===== config.mk =====
export PLATFORM = sky130hd
export DESIGN_NAME = refresh_sched
export DESIGN_NICKNAME = d
export VERILOG_FILES = /design/src/rtl/refsched_pkg.sv /design/src/rtl/refsched_dp.sv /design/src/rtl/refsched_ctl.sv /design/src/rtl/refresh_sched.sv
export SDC_FILE = /design/constraint.sdc
export NUM_CORES = 1
export LEC_CHECK = 0
export ABC_AREA = 1
export BUFFER_PORTS_ARGS = -buffer_cell sky130_fd_sc_hd__buf_2
export CORE_MARGIN = 10
export CORE_UTILIZATION = 35
export DETAILED_ROUTE_END_ITERATION = 6
export SYNTH_ARGS = -nofsm -noshare
export SYNTH_HDL_FRONTEND = slang
export SYNTH_SLANG_ARGS = --single-unit

===== constraint.sdc =====
create_clock -name clk -period 8.67 [get_ports clk]
set_input_delay 0.4335 -clock clk [delete_from_list [all_inputs] [get_ports clk]]
set_output_delay 0.4335 -clock clk [all_outputs]
set_load 0.1 [all_outputs]

===== src/rtl/refsched_pkg.sv =====
package refsched_pkg;

  typedef enum logic [2:0] {
    PH_WAIT  = 3'd0,
    PH_WAKE  = 3'd1,
    PH_RUN   = 3'd2,
    PH_SELF  = 3'd3,
    PH_EXIT  = 3'd4,
    PH_BURST = 3'd5
  } phase_e;

  typedef struct packed {
    logic reqEn;
    logic ldWake;
    logic ldBurst;
    logic slotEn;
    logic phaseClr;
  } ctlStrobe_t;

endpackage


===== src/rtl/refsched_dp.sv =====
module refsched_dp
  import refsched_pkg::*;
#(
  parameter int WAKE_COUNT    = 8,
  parameter int ROWS          = 4096,
  parameter int SLOT_CYCLES   = 781,
  parameter int OVERDUE_LIMIT = 4096,
  parameter int CNT_W         = 13,
  parameter int PH_W          = 13
) (
  input  logic             clk,
  input  logic             rstN,
  input  ctlStrobe_t       ctl,
  input  logic             refGrant,
  output logic [CNT_W-1:0] pending,
  output logic             pendingZero,
  output logic             overdue,
  output logic [PH_W-1:0]  phaseCnt
);

  localparam int SLOT_W = (SLOT_CYCLES > 1) ? $clog2(SLOT_CYCLES) : 1;

  logic [SLOT_W-1:0] slotCnt;
  logic              tick;
  logic              take;

  assign pendingZero = (pending == '0);
  assign overdue     = (pending >= CNT_W'(OVERDUE_LIMIT));
  assign tick        = ctl.slotEn && (slotCnt == SLOT_W'(SLOT_CYCLES - 1));
  assign take        = ctl.reqEn && refGrant && !pendingZero;

  always_ff @(posedge clk or negedge rstN) begin
    if (!rstN) begin
      slotCnt <= '0;
    end else if (!ctl.slotEn || tick) begin
      slotCnt <= '0;
    end else begin
      slotCnt <= slotCnt + SLOT_W'(1);
    end
  end

  always_ff @(posedge clk or negedge rstN) begin
    if (!rstN) begin
      pending <= '0;
    end else if (ctl.ldWake) begin
      pending <= CNT_W'(WAKE_COUNT);
    end else if (ctl.ldBurst) begin
      pending <= CNT_W'(ROWS);
    end else if (tick && !take) begin
      pending <= pending + CNT_W'(1);
    end else if (take && !tick) begin
      pending <= pending - CNT_W'(1);
    end
  end

  always_ff @(posedge clk or negedge rstN) begin
    if (!rstN) begin
      phaseCnt <= '0;
    end else if (ctl.phaseClr) begin
      phaseCnt <= '0;
    end else if (phaseCnt != '1) begin
      phaseCnt <= phaseCnt + PH_W'(1);
    end
  end

endmodule


===== src/rtl/refsched_ctl.sv =====
module refsched_ctl
  import refsched_pkg::*;
#(
  parameter int WAKE_WAIT = 5000,
  parameter int SELF_MIN  = 5000,
  parameter int EXIT_PRE  = 6,
  parameter int PH_W      = 13
) (
  input  logic            clk,
  input  logic            rstN,
  input  logic            sleepReq,
  input  logic            sleepExit,
  input  logic            burstOnExit,
  input  logic            pendingZero,
  input  logic            overdue,
  input  logic [PH_W-1:0] phaseCnt,
  output ctlStrobe_t      ctl,
  output logic            accessOk,
  output logic            selfCmd
);

  phase_e phase, phaseNext;

  always_comb begin
    phaseNext = phase;
    unique case (phase)
      PH_WAIT:
        if (phaseCnt == PH_W'(WAKE_WAIT - 1)) phaseNext = PH_WAKE;
      PH_WAKE, PH_BURST:
        if (pendingZero) phaseNext = PH_RUN;
      PH_RUN:
        if (overdue)                       phaseNext = PH_WAKE;
        else if (sleepReq && pendingZero)  phaseNext = PH_SELF;
      PH_SELF:
        if (sleepExit && (phaseCnt >= PH_W'(SELF_MIN - 1))) phaseNext = PH_EXIT;
      PH_EXIT:
        if (phaseCnt == PH_W'(EXIT_PRE - 1))
          phaseNext = burstOnExit ? PH_BURST : PH_RUN;
      default: phaseNext = PH_WAIT;
    endcase
  end

  always_comb begin
    ctl.reqEn    = (phase == PH_WAKE) || (phase == PH_RUN) || (phase == PH_BURST);
    ctl.ldWake   = (phaseNext == PH_WAKE)  && (phase != PH_WAKE);
    ctl.ldBurst  = (phaseNext == PH_BURST) && (phase != PH_BURST);
    ctl.slotEn   = (phase == PH_RUN) && (phaseNext == PH_RUN);
    ctl.phaseClr = (phaseNext != phase);
  end

  always_ff @(posedge clk or negedge rstN) begin
    if (!rstN) phase <= PH_WAIT;
    else       phase <= phaseNext;
  end

  assign accessOk = (phase == PH_RUN);
  assign selfCmd  = (phase == PH_SELF);

endmodule


===== src/rtl/refresh_sched.sv =====
module refresh_sched
  import refsched_pkg::*;
#(
  parameter int WAKE_WAIT     = 5000,
  parameter int WAKE_COUNT    = 8,
  parameter int ROWS          = 4096,
  parameter int SLOT_CYCLES   = 781,
  parameter int SELF_MIN      = 5000,
  parameter int EXIT_PRE      = 6,
  parameter int URGENT_LEVEL  = 8,
  parameter int OVERDUE_LIMIT = 4096,
  localparam int MAX_A = (ROWS > OVERDUE_LIMIT) ? ROWS : OVERDUE_LIMIT,
  localparam int MAX_C = (MAX_A > WAKE_COUNT) ? MAX_A : WAKE_COUNT,
  localparam int CNT_W = $clog2(MAX_C + 1),
  localparam int MAX_P = (WAKE_WAIT > SELF_MIN) ? WAKE_WAIT : SELF_MIN,
  localparam int MAX_Q = (MAX_P > EXIT_PRE) ? MAX_P : EXIT_PRE,
  localparam int PH_W  = $clog2(MAX_Q + 1)
) (
  input  logic             clk,
  input  logic             rstN,
  input  logic             refGrant,
  input  logic             sleepReq,
  input  logic             sleepExit,
  input  logic             burstOnExit,
  output logic             refReq,
  output logic             selfCmd,
  output logic             accessOk,
  output logic             urgent,
  output logic [CNT_W-1:0] backlog
);

  ctlStrobe_t      ctl;
  logic            pendingZero;
  logic            overdue;
  logic [PH_W-1:0] phaseCnt;

  refsched_ctl #(
    .WAKE_WAIT(WAKE_WAIT), .SELF_MIN(SELF_MIN), .EXIT_PRE(EXIT_PRE), .PH_W(PH_W)
  ) ctl_i (
    .clk(clk), .rstN(rstN), .sleepReq(sleepReq), .sleepExit(sleepExit),
    .burstOnExit(burstOnExit), .pendingZero(pendingZero), .overdue(overdue),
    .phaseCnt(phaseCnt), .ctl(ctl), .accessOk(accessOk), .selfCmd(selfCmd)
  );

  refsched_dp #(
    .WAKE_COUNT(WAKE_COUNT), .ROWS(ROWS), .SLOT_CYCLES(SLOT_CYCLES),
    .OVERDUE_LIMIT(OVERDUE_LIMIT), .CNT_W(CNT_W), .PH_W(PH_W)
  ) dp_i (
    .clk(clk), .rstN(rstN), .ctl(ctl), .refGrant(refGrant), .pending(backlog),
    .pendingZero(pendingZero), .overdue(overdue), .phaseCnt(phaseCnt)
  );

  assign refReq = ctl.reqEn && !pendingZero;
  assign urgent = (backlog > CNT_W'(URGENT_LEVEL));

endmodule


==> results of run 1 <==
==> worst register-to-register path, stage by stage (launching register included) <==
cell and delay, ns:
dfrtp_1 0.46, nor2_1 0.12, nand2_1 0.07, nor2_2 0.21, nand2_2 0.13, nand2_2 0.08, nand2_1 0.05, clkinv_1 0.05
nand2_2 0.05, clkinv_2 0.06, nand3_4 0.07, or2_1 0.41, nor3_2 0.20, ha_1 0.25, inv_1 0.25, ha_1 0.41
inv_1 0.08, nor3_1 0.31, nand2_1 0.09, nand2_1 0.13, a21oi_1 0.09, or2_2 0.27, nand3_1 0.07, a21oi_1 0.07
==> logic make-up (layout without fill, tap and decap cells) <==
kind of cell	count (synthesis)	in the layout	synth area share
simple gates	222	222	0.3814
flops	39	39	0.3148
buf+inv	63	86	0.08554
compound gates	51	51	0.08959
fa+ha+maj	18	18	0.07506
xor+xnor	19	19	0.05367
==> cell type report <==
class                           instances  area, µm²
Fill cell                             942       5269
Clock buffer                            6      82.58
Clock inverter                          2      35.03
Multi-Input combinational cell        310       1859
Sequential cell                        39      975.9
Tap cell                              108      135.1
Timing Repair Buffer                   22      110.1
Inverter                               56      211.5
==> per-stage QoR <==
step                      power [mW]  instances  hold WS, ns
after floorplan               0.1857        412       0.1379
final                         0.3484        543       0.2484
after CTS                     0.3533        543       0.2930
after global routing          0.3621        543       0.3308
after detailed placement      0.1910        535       0.4688
after global placement        0.1909        535       0.4743
==> cells in the mapped netlist, types with 2 or more instances <==
cell / number / area share
dfrtp_1: 39 / 0.31
nor3_2: 12 / 0.039
nor2_4: 12 / 0.044
nand2_1: 86 / 0.10
a21oi_1: 19 / 0.031
nand2_2: 9 / 0.018
nor3b_1: 2 / 0.0048
inv_1: 42 / 0.051
nor2_1: 43 / 0.052
a31oi_1: 3 / 0.0061
xnor2_1: 5 / 0.014
o21bai_1: 2 / 0.0048
nand3_1: 21 / 0.034
buf_4: 2 / 0.0048
o21ai_0: 21 / 0.034
inv_2: 12 / 0.015
ha_1: 17 / 0.069
nor2_2: 6 / 0.012
nand4_1: 11 / 0.022
nand3_2: 5 / 0.016
xor2_1: 14 / 0.040
o211ai_1: 2 / 0.0048
nor3_1: 8 / 0.013
or2_2: 2 / 0.0040
clkbuf_1: 2 / 0.0024
==> flip-flops by register name, summed over array words and instances, names as in the netlist <==
signal         flops
ctl_i.phase        3
dp_i.pending      13
dp_i.phaseCnt     13
dp_i.slotCnt      10
==> report_power, final <==
part | switching, mW | internal, mW | leakage, nW
Sequential | 0 | 0.182 | 0.520
Combinational | 0.00425 | 0.000956 | 1.06
Clock | 0.0683 | 0.0932 | 0.0612
Total | 0.0725 | 0.276 | 1.64
==> path summary, 6_finish.rpt <==
check,from,to,slack [ns],depth (start not counted)
max in group asynchronous,rstN,dp_i.slotCnt[4],7.86,1
min,rstN,dp_i.phaseCnt[7],0.25,1
min in group clk,sleepExit,ctl_i.phase[2],0.42,3
max reg2reg,dp_i.pending[12],dp_i.pending[9],4.56,23
min reg2reg,dp_i.slotCnt[0],dp_i.slotCnt[0],0.49,1
max,dp_i.pending[12],dp_i.pending[9],4.56,23
==> cell usage in the layout (no fill, tap or decap), drive strengths merged, types with 3 or more instances in the layout <==
cell type,count
dfrtp,39
xnor2,5
clkinv,3
buf,22
ha,17
nor2,61
nand3,27
clkbuf,6
nand2,95
inv,54
a31oi,3
nand4,11
xor2,14
nor3,20
or2,3
o21ai,22
a21oi,19
==> per-layer routing <==
| metal | routed length, µm | global-route usage |
|---|---|---|
| met1 | 3208 | 0.1437 |
| met2 | 3497 | 0.1982 |
| met3 | 256 | 0.02306 |
| met4 | 147 | 0.03759 |
| met5 | 0 | 0 |
==> impl_metrics.yaml, run 1 <==
run_status:
  status: "completed"
synthesis:
  ys_types: 40
  synth_edf_count: 0
  ys.flop_type: "dfrtp_1"
  ys_seq_elements: 39
  avgSynthCellArea_um2: 7.525
  yosys_warnings: 0
  syn_inst: 412
  async_flop_share: 1.000
  syn_nets: 436
  netlist_area_mm2: 0.003100
  ys_seq_area_frac: 0.3148
critical_path:
  worstPathRequired_ns: 8.83
  crit_type: "register to register"
  cp_max_fo: 12
  crit_top_cell: "nand2_1"
  critPathBufInv: 4
  slowest_delay_ns: 0.46
  crit_slowest_cell: "dfrtp_1"
  crit_chain: "nor2_1 -> nand2_1 -> nor2_2 -> nand2_2 -> nand2_2 -> nand2_1 -> clkinv_1 -> nand2_2 -> clkinv_2 -> nand3_4 -> or2_1 -> nor3_2 -> ha_1 -> inv_1 -> ha_1 -> inv_1 -> nor3_1 -> nand2_1 -> nand2_1 -> a21oi_1 -> or2_2 -> nand3_1 -> a21oi_1"
  cp.arrival_ns: 4.27
  cp_top_family: "simple AND/OR/NAND/NOR gates"
  worstSetupEndpointType: "register"
  cp-start-kind: "register"
final_layout:
  syn_to_final_growth_pct: 9.968
  layout-drive-gt1-share: 0.2092
  final_area_mm2: 0.003410
  antenna_cells: 0
  final_core_util: 0.3929
  layout.nets: 458
placed_design:
  place_area_mm2: 0.003292
  place.port_buffers: 22
  dp_hpwl_mm: 5.526
  place_congestion: 0.8684
  post-place-ws_ns: 4.607
sta:
  drv_slew: 0
  clock-skew-final_ns: 0.007787
  finalHoldViolations: 0
  worstMarginPinSlew_ns: 0.8800
  rsz0062_at_grt: "false"
  fin_crit_ns: 4.112
  slew_headroom: 0.4134
  setup_slack_ns: 4.558
  fin_crit_sh: 0.4742
  setup_viol: 0
  fmax_ghz: 0.2432
  tns_ns: 0
detailed_routing:
  drtIter0Drc: 104
  num_vias: 2652
  vias_per_cell: 4.884
  wl_per_cell_um: 13.09
  dr.pass1.iters: 6
  wl_mm: 7.110
  drc: 0
  ant_nets: 0
die:
  die_w_um: 114.1
  coreArea_mm2: 0.008678
  dieArea_mm2: 0.01302
  rows: 34
  io_pins: 23
  chipHeight_um: 114.1
  start_util: 0.3573
clocking:
  numClockSinks: 39
  cts_hold_buf: 0
  path_clk_slew_ns: 0.08
  clk_path_buf_depth: 2
  cts_made_buffers: 5
  cts_root_buf: "clkbuf_8"
  clk_latency_ns: 0.30
  cts_tree: "done"
  post_cts_resized: 0
  cts-htree-levels: 2
  post_cts_buffers: 0
grt:
  grt-ovfl-total: 0
  track_usage: 0.1164
  antenna_found_initial: 0
  grt_pass1_vias: 2656
  grt_pass1_wl_mm: 12.77
  grt_max_degree: 40
pwr:
  peakVddDrop_uv: 58.79
  leakage_nw: 1.638
  powerDensity_mw_per_mm2: 102.2
flow_run:
  drv_cap: 0
hold_path:
  min_path_type: "input port to async pin"
(Power assumes the default switching activity.)
==> inputs of run 2 (changes only) <==
--- a/config.mk
+++ b/config.mk
@@ -5,7 +5,7 @@
 export SDC_FILE = /design/constraint.sdc
 export NUM_CORES = 1
 export LEC_CHECK = 0
-export ABC_AREA = 1
+export ABC_AREA = 0
 export BUFFER_PORTS_ARGS = -buffer_cell sky130_fd_sc_hd__buf_2
 export CORE_MARGIN = 10
 export CORE_UTILIZATION = 35
==> constraint.sdc (replaced) <==
create_clock -name clk -period 3.3 [get_ports clk]
set_input_delay 0.165 -clock clk [delete_from_list [all_inputs] [get_ports clk]]
set_output_delay 0.165 -clock clk [all_outputs]
set_load 0.1 [all_outputs]
==> run 2 against run 1 <==
The flow now finishes with violations (negative hold slack, negative setup slack). Critical path depth down 8. Worst setup slack worse by 4.8 ns. Global-route usage up 1.0 points. Area after synthesis down 12%. Flip-flop and latch count unchanged. Fmax up 18%. Largest power group unchanged. First-iteration DRC count up 33%. Clock-buffer cell count down 1.
==> impl_metrics.yaml, run 2 <==
critical_path:
  cp_max_fo: 5
  cp-start-kind: "register"
  crit_type: "register to register"
  worst-r2r-cell-count: 15
  worstPathRequired_ns: 3.53
  r2r_end: "dp_i.pending[10]"
  rr_startpoint: "dp_i.phaseCnt[9]"
  cp.arrival_ns: 3.72
  slowest_delay_ns: 0.50
  crit_chain: "buf_6 -> nand4_2 -> or3_4 -> a2111oi_4 -> a21oi_2 -> and3_4 -> ha_4 -> inv_8 -> ha_4 -> a21o_1 -> a21o_1 -> or4b_4 -> and2_4 -> xnor2_2 -> a211oi_2"
  reg2reg_slack_ns: -0.20
  worstSetupEndpointType: "register"
  crit_slowest_cell: "or4b_4"
  critPathLaunch: "dp_i.phaseCnt[9]"
sta:
  drv_slew: 0
  finalHoldWorstSlack_ns: -0.01580
  fmax_ghz: 0.2861
  worstMarginPinSlew_ns: 0.9151
  clock-skew-final_ns: 0.009057
  fin_crit_ns: 3.495
  slew_headroom: 0.3899
  setup_viol: 7
  fin_crit_sh: 1.059
  finalHoldViolations: 8
  rsz0062_at_grt: "true"
  setup_slack_ns: -0.1954
pwr:
  peakVddDrop_uv: 115.2
  pwr-share-seq: 0.561
  leakage_nw: 1.728
  p_comb_frac: 0.045
  powerDensity_mw_per_mm2: 224.2
  p_int_mw: 0.6343
  switching_power_mw: 0.2184
  sw_frac_of_total: 0.2562
  p_clk_frac: 0.394
  power.total_mw: 0.8527
detailed_routing:
  num_vias: 2629
  wl_mm: 7.321
  wl_per_cell_um: 14.41
  ant_nets: 0
  drtIter0Drc: 138
  drc: 0
  vias_per_cell: 5.175
  dr.pass1.iters: 4
synthesis:
  synth_commonest_cells: "nor2_1 (42), dfrtp_1 (39), nand2_1 (28)"
  ys_seq_elements: 39
  yosys_warnings: 0
  syn_inst: 315
  netlist_top_cells_area: "dfrtp_1 (36%), ha_1 (7.8%), nor2_1 (5.8%)"
  netlist_area_mm2: 0.002738
  synth_top_area_frac: 0.3565
  ys.flop_type: "dfrtp_1"
  ys_seq_area_frac: 0.3565
  synth_most_common_cell: "nor2_1"
  synth_edf_count: 0
  async_flop_share: 1.000
  syn_nets: 339
  yosysTopAreaCell: "dfrtp_1"
  avgSynthCellArea_um2: 8.691
  ys_types: 54
placed_design:
  dp_hpwl_mm: 5.343
  place_congestion: 0.9091
  place_area_mm2: 0.003518
  place.port_buffers: 22
  place_inst: 491
die:
  chipHeight_um: 108.4
  coreArea_mm2: 0.007687
  die_w_um: 108.4
  io_pins: 23
  start_util: 0.3561
  dieArea_mm2: 0.01176
  rows: 32
grt:
  track_usage: 0.1266
  grt_max_degree: 40
  grt_pass1_vias: 2629
  grt-ovfl-total: 0
  grt_pass1_wl_mm: 12.33
  antenna_found_initial: 0
final_layout:
  syn_to_final_growth_pct: 38.94
  layout-drive-gt1-share: 0.4113
  final_area_mm2: 0.003804
  final_common_cell: "buf_4"
  layout.nets: 429
  final_cell_count_no_fill: 508
  top_regs: "dp_i.pending x13, dp_i.phaseCnt x13, dp_i.slotCnt x10"
  final_cell_mix: "buf_4 (66), nor2_1 (41), nand2_1 (25), dfrtp_1 (25), buf_2 (22)"
  antenna_cells: 0
run_status:
  status: "complete, but fails checks"
  violations: "negative hold slack, negative setup slack"
clocking:
  cts-htree-levels: 2
  path_clk_slew_ns: 0.09
  clk_latency_ns: 0.30
  clk_path_buf_depth: 2
  cts_made_buffers: 5
  cts_tree: "done"
  numClockSinks: 39
  cts_root_buf: "clkbuf_8"
  cts_hold_buf: 0
hold_path:
  min_path_type: "input port to async pin"
flow_run:
  drv_cap: 0
run 2: how the worst max path moves through the flow:
stage,endpoint,cells past startpoint,slack [ns]
6_report,dp_i.pending[10],15,-0.20
5_1_grt,dp_i.pending[10],14,-0.36
4_1_cts,dp_i.pending[12],15,-0.13
3_5_place_dp,dp_i.pending[12],14,-0.23
3_3_place_gp,dp_i.pending[12],14,-0.17
2_1_floorplan,dp_i.pending[10],14,-0.32
run 2: critical path: cells and delay by family, from the launching register on:
family          cells  cell delay [ns]
xor+xnor            1             0.13
fa+ha+maj           2             0.39
compound gates      5             0.93
buf+inv             2             0.21
simple gates        5             1.32
flops               1             0.43
run 2: final cells by class:
class / count / area [µm²]
Sequential cell: 39 / 1026
Multi-Input combinational cell: 251 / 1837
Fill cell: 736 / 3884
Timing Repair inverter: 1 / 6.256
Inverter: 15 / 67.56
Tap cell: 102 / 127.6
Clock inverter: 3 / 20.02
Timing Repair Buffer: 92 / 650.6
Clock buffer: 5 / 68.82
run 2: kinds of logic (layout without fill, tap and decap cells):
family | after synthesis | in the layout | synth area share
flops | 39 | 39 | 0.3565
xor+xnor | 22 | 22 | 0.07038
buf+inv | 25 | 116 | 0.04067
compound gates | 66 | 66 | 0.1746
mux | 2 | 2 | 0.007313
simple gates | 143 | 143 | 0.2655
fa+ha+maj | 18 | 18 | 0.08501
run 2: power by group through the flow:
stage	Clock [mW]	Sequential [mW]	Combinational [mW]
CTS	0.348	0.479	0.0389
floorplan	0	0.494	0.0145
global route	0.362	0.479	0.0419
finish	0.336	0.479	0.0382
detailed placement	0	0.489	0.0388
global placement	0	0.489	0.0387
run 2: what timing repair did:
action                                  4_1_cts  5_1_grt
gates cloned                                  1        0
pin swaps                                     4       11
gates resized for setup                      14       16
setup buffers                                 5        3
endpoints found under the setup margin        7        9
run 2: per-stage QoR:
stage | hold WS [ns] | worst slack [ns] | util | setup TNS, ns
after floorplan | -0.1306 | -0.3180 | - | -0.9455
after global placement | 0.3453 | -0.1700 | 0.4577 | -0.4900
after detailed placement | 0.3540 | -0.2347 | 0.4577 | -0.7982
after CTS | 0.02042 | -0.1310 | 0.4831 | -0.2515
after global routing | 0.05675 | -0.3595 | 0.4948 | -2.071
final | -0.01580 | -0.1954 | 0.4948 | -0.6821
run 2: layer usage:
| layer | vias up | wire (µm) | part of all wire | global-route usage |
|---|---|---|---|---|
| met2 | 51 | 3537 | 0.48 | 0.2142 |
| met3 | 13 | 297 | 0.041 | 0.02439 |
| met5 | - | 0 | 0 | 0 |
| met1 | 1265 | 3335 | 0.46 | 0.1556 |
| li1 | 1300 | - | - | - |
| met4 | 0 | 151 | 0.021 | 0.04802 |
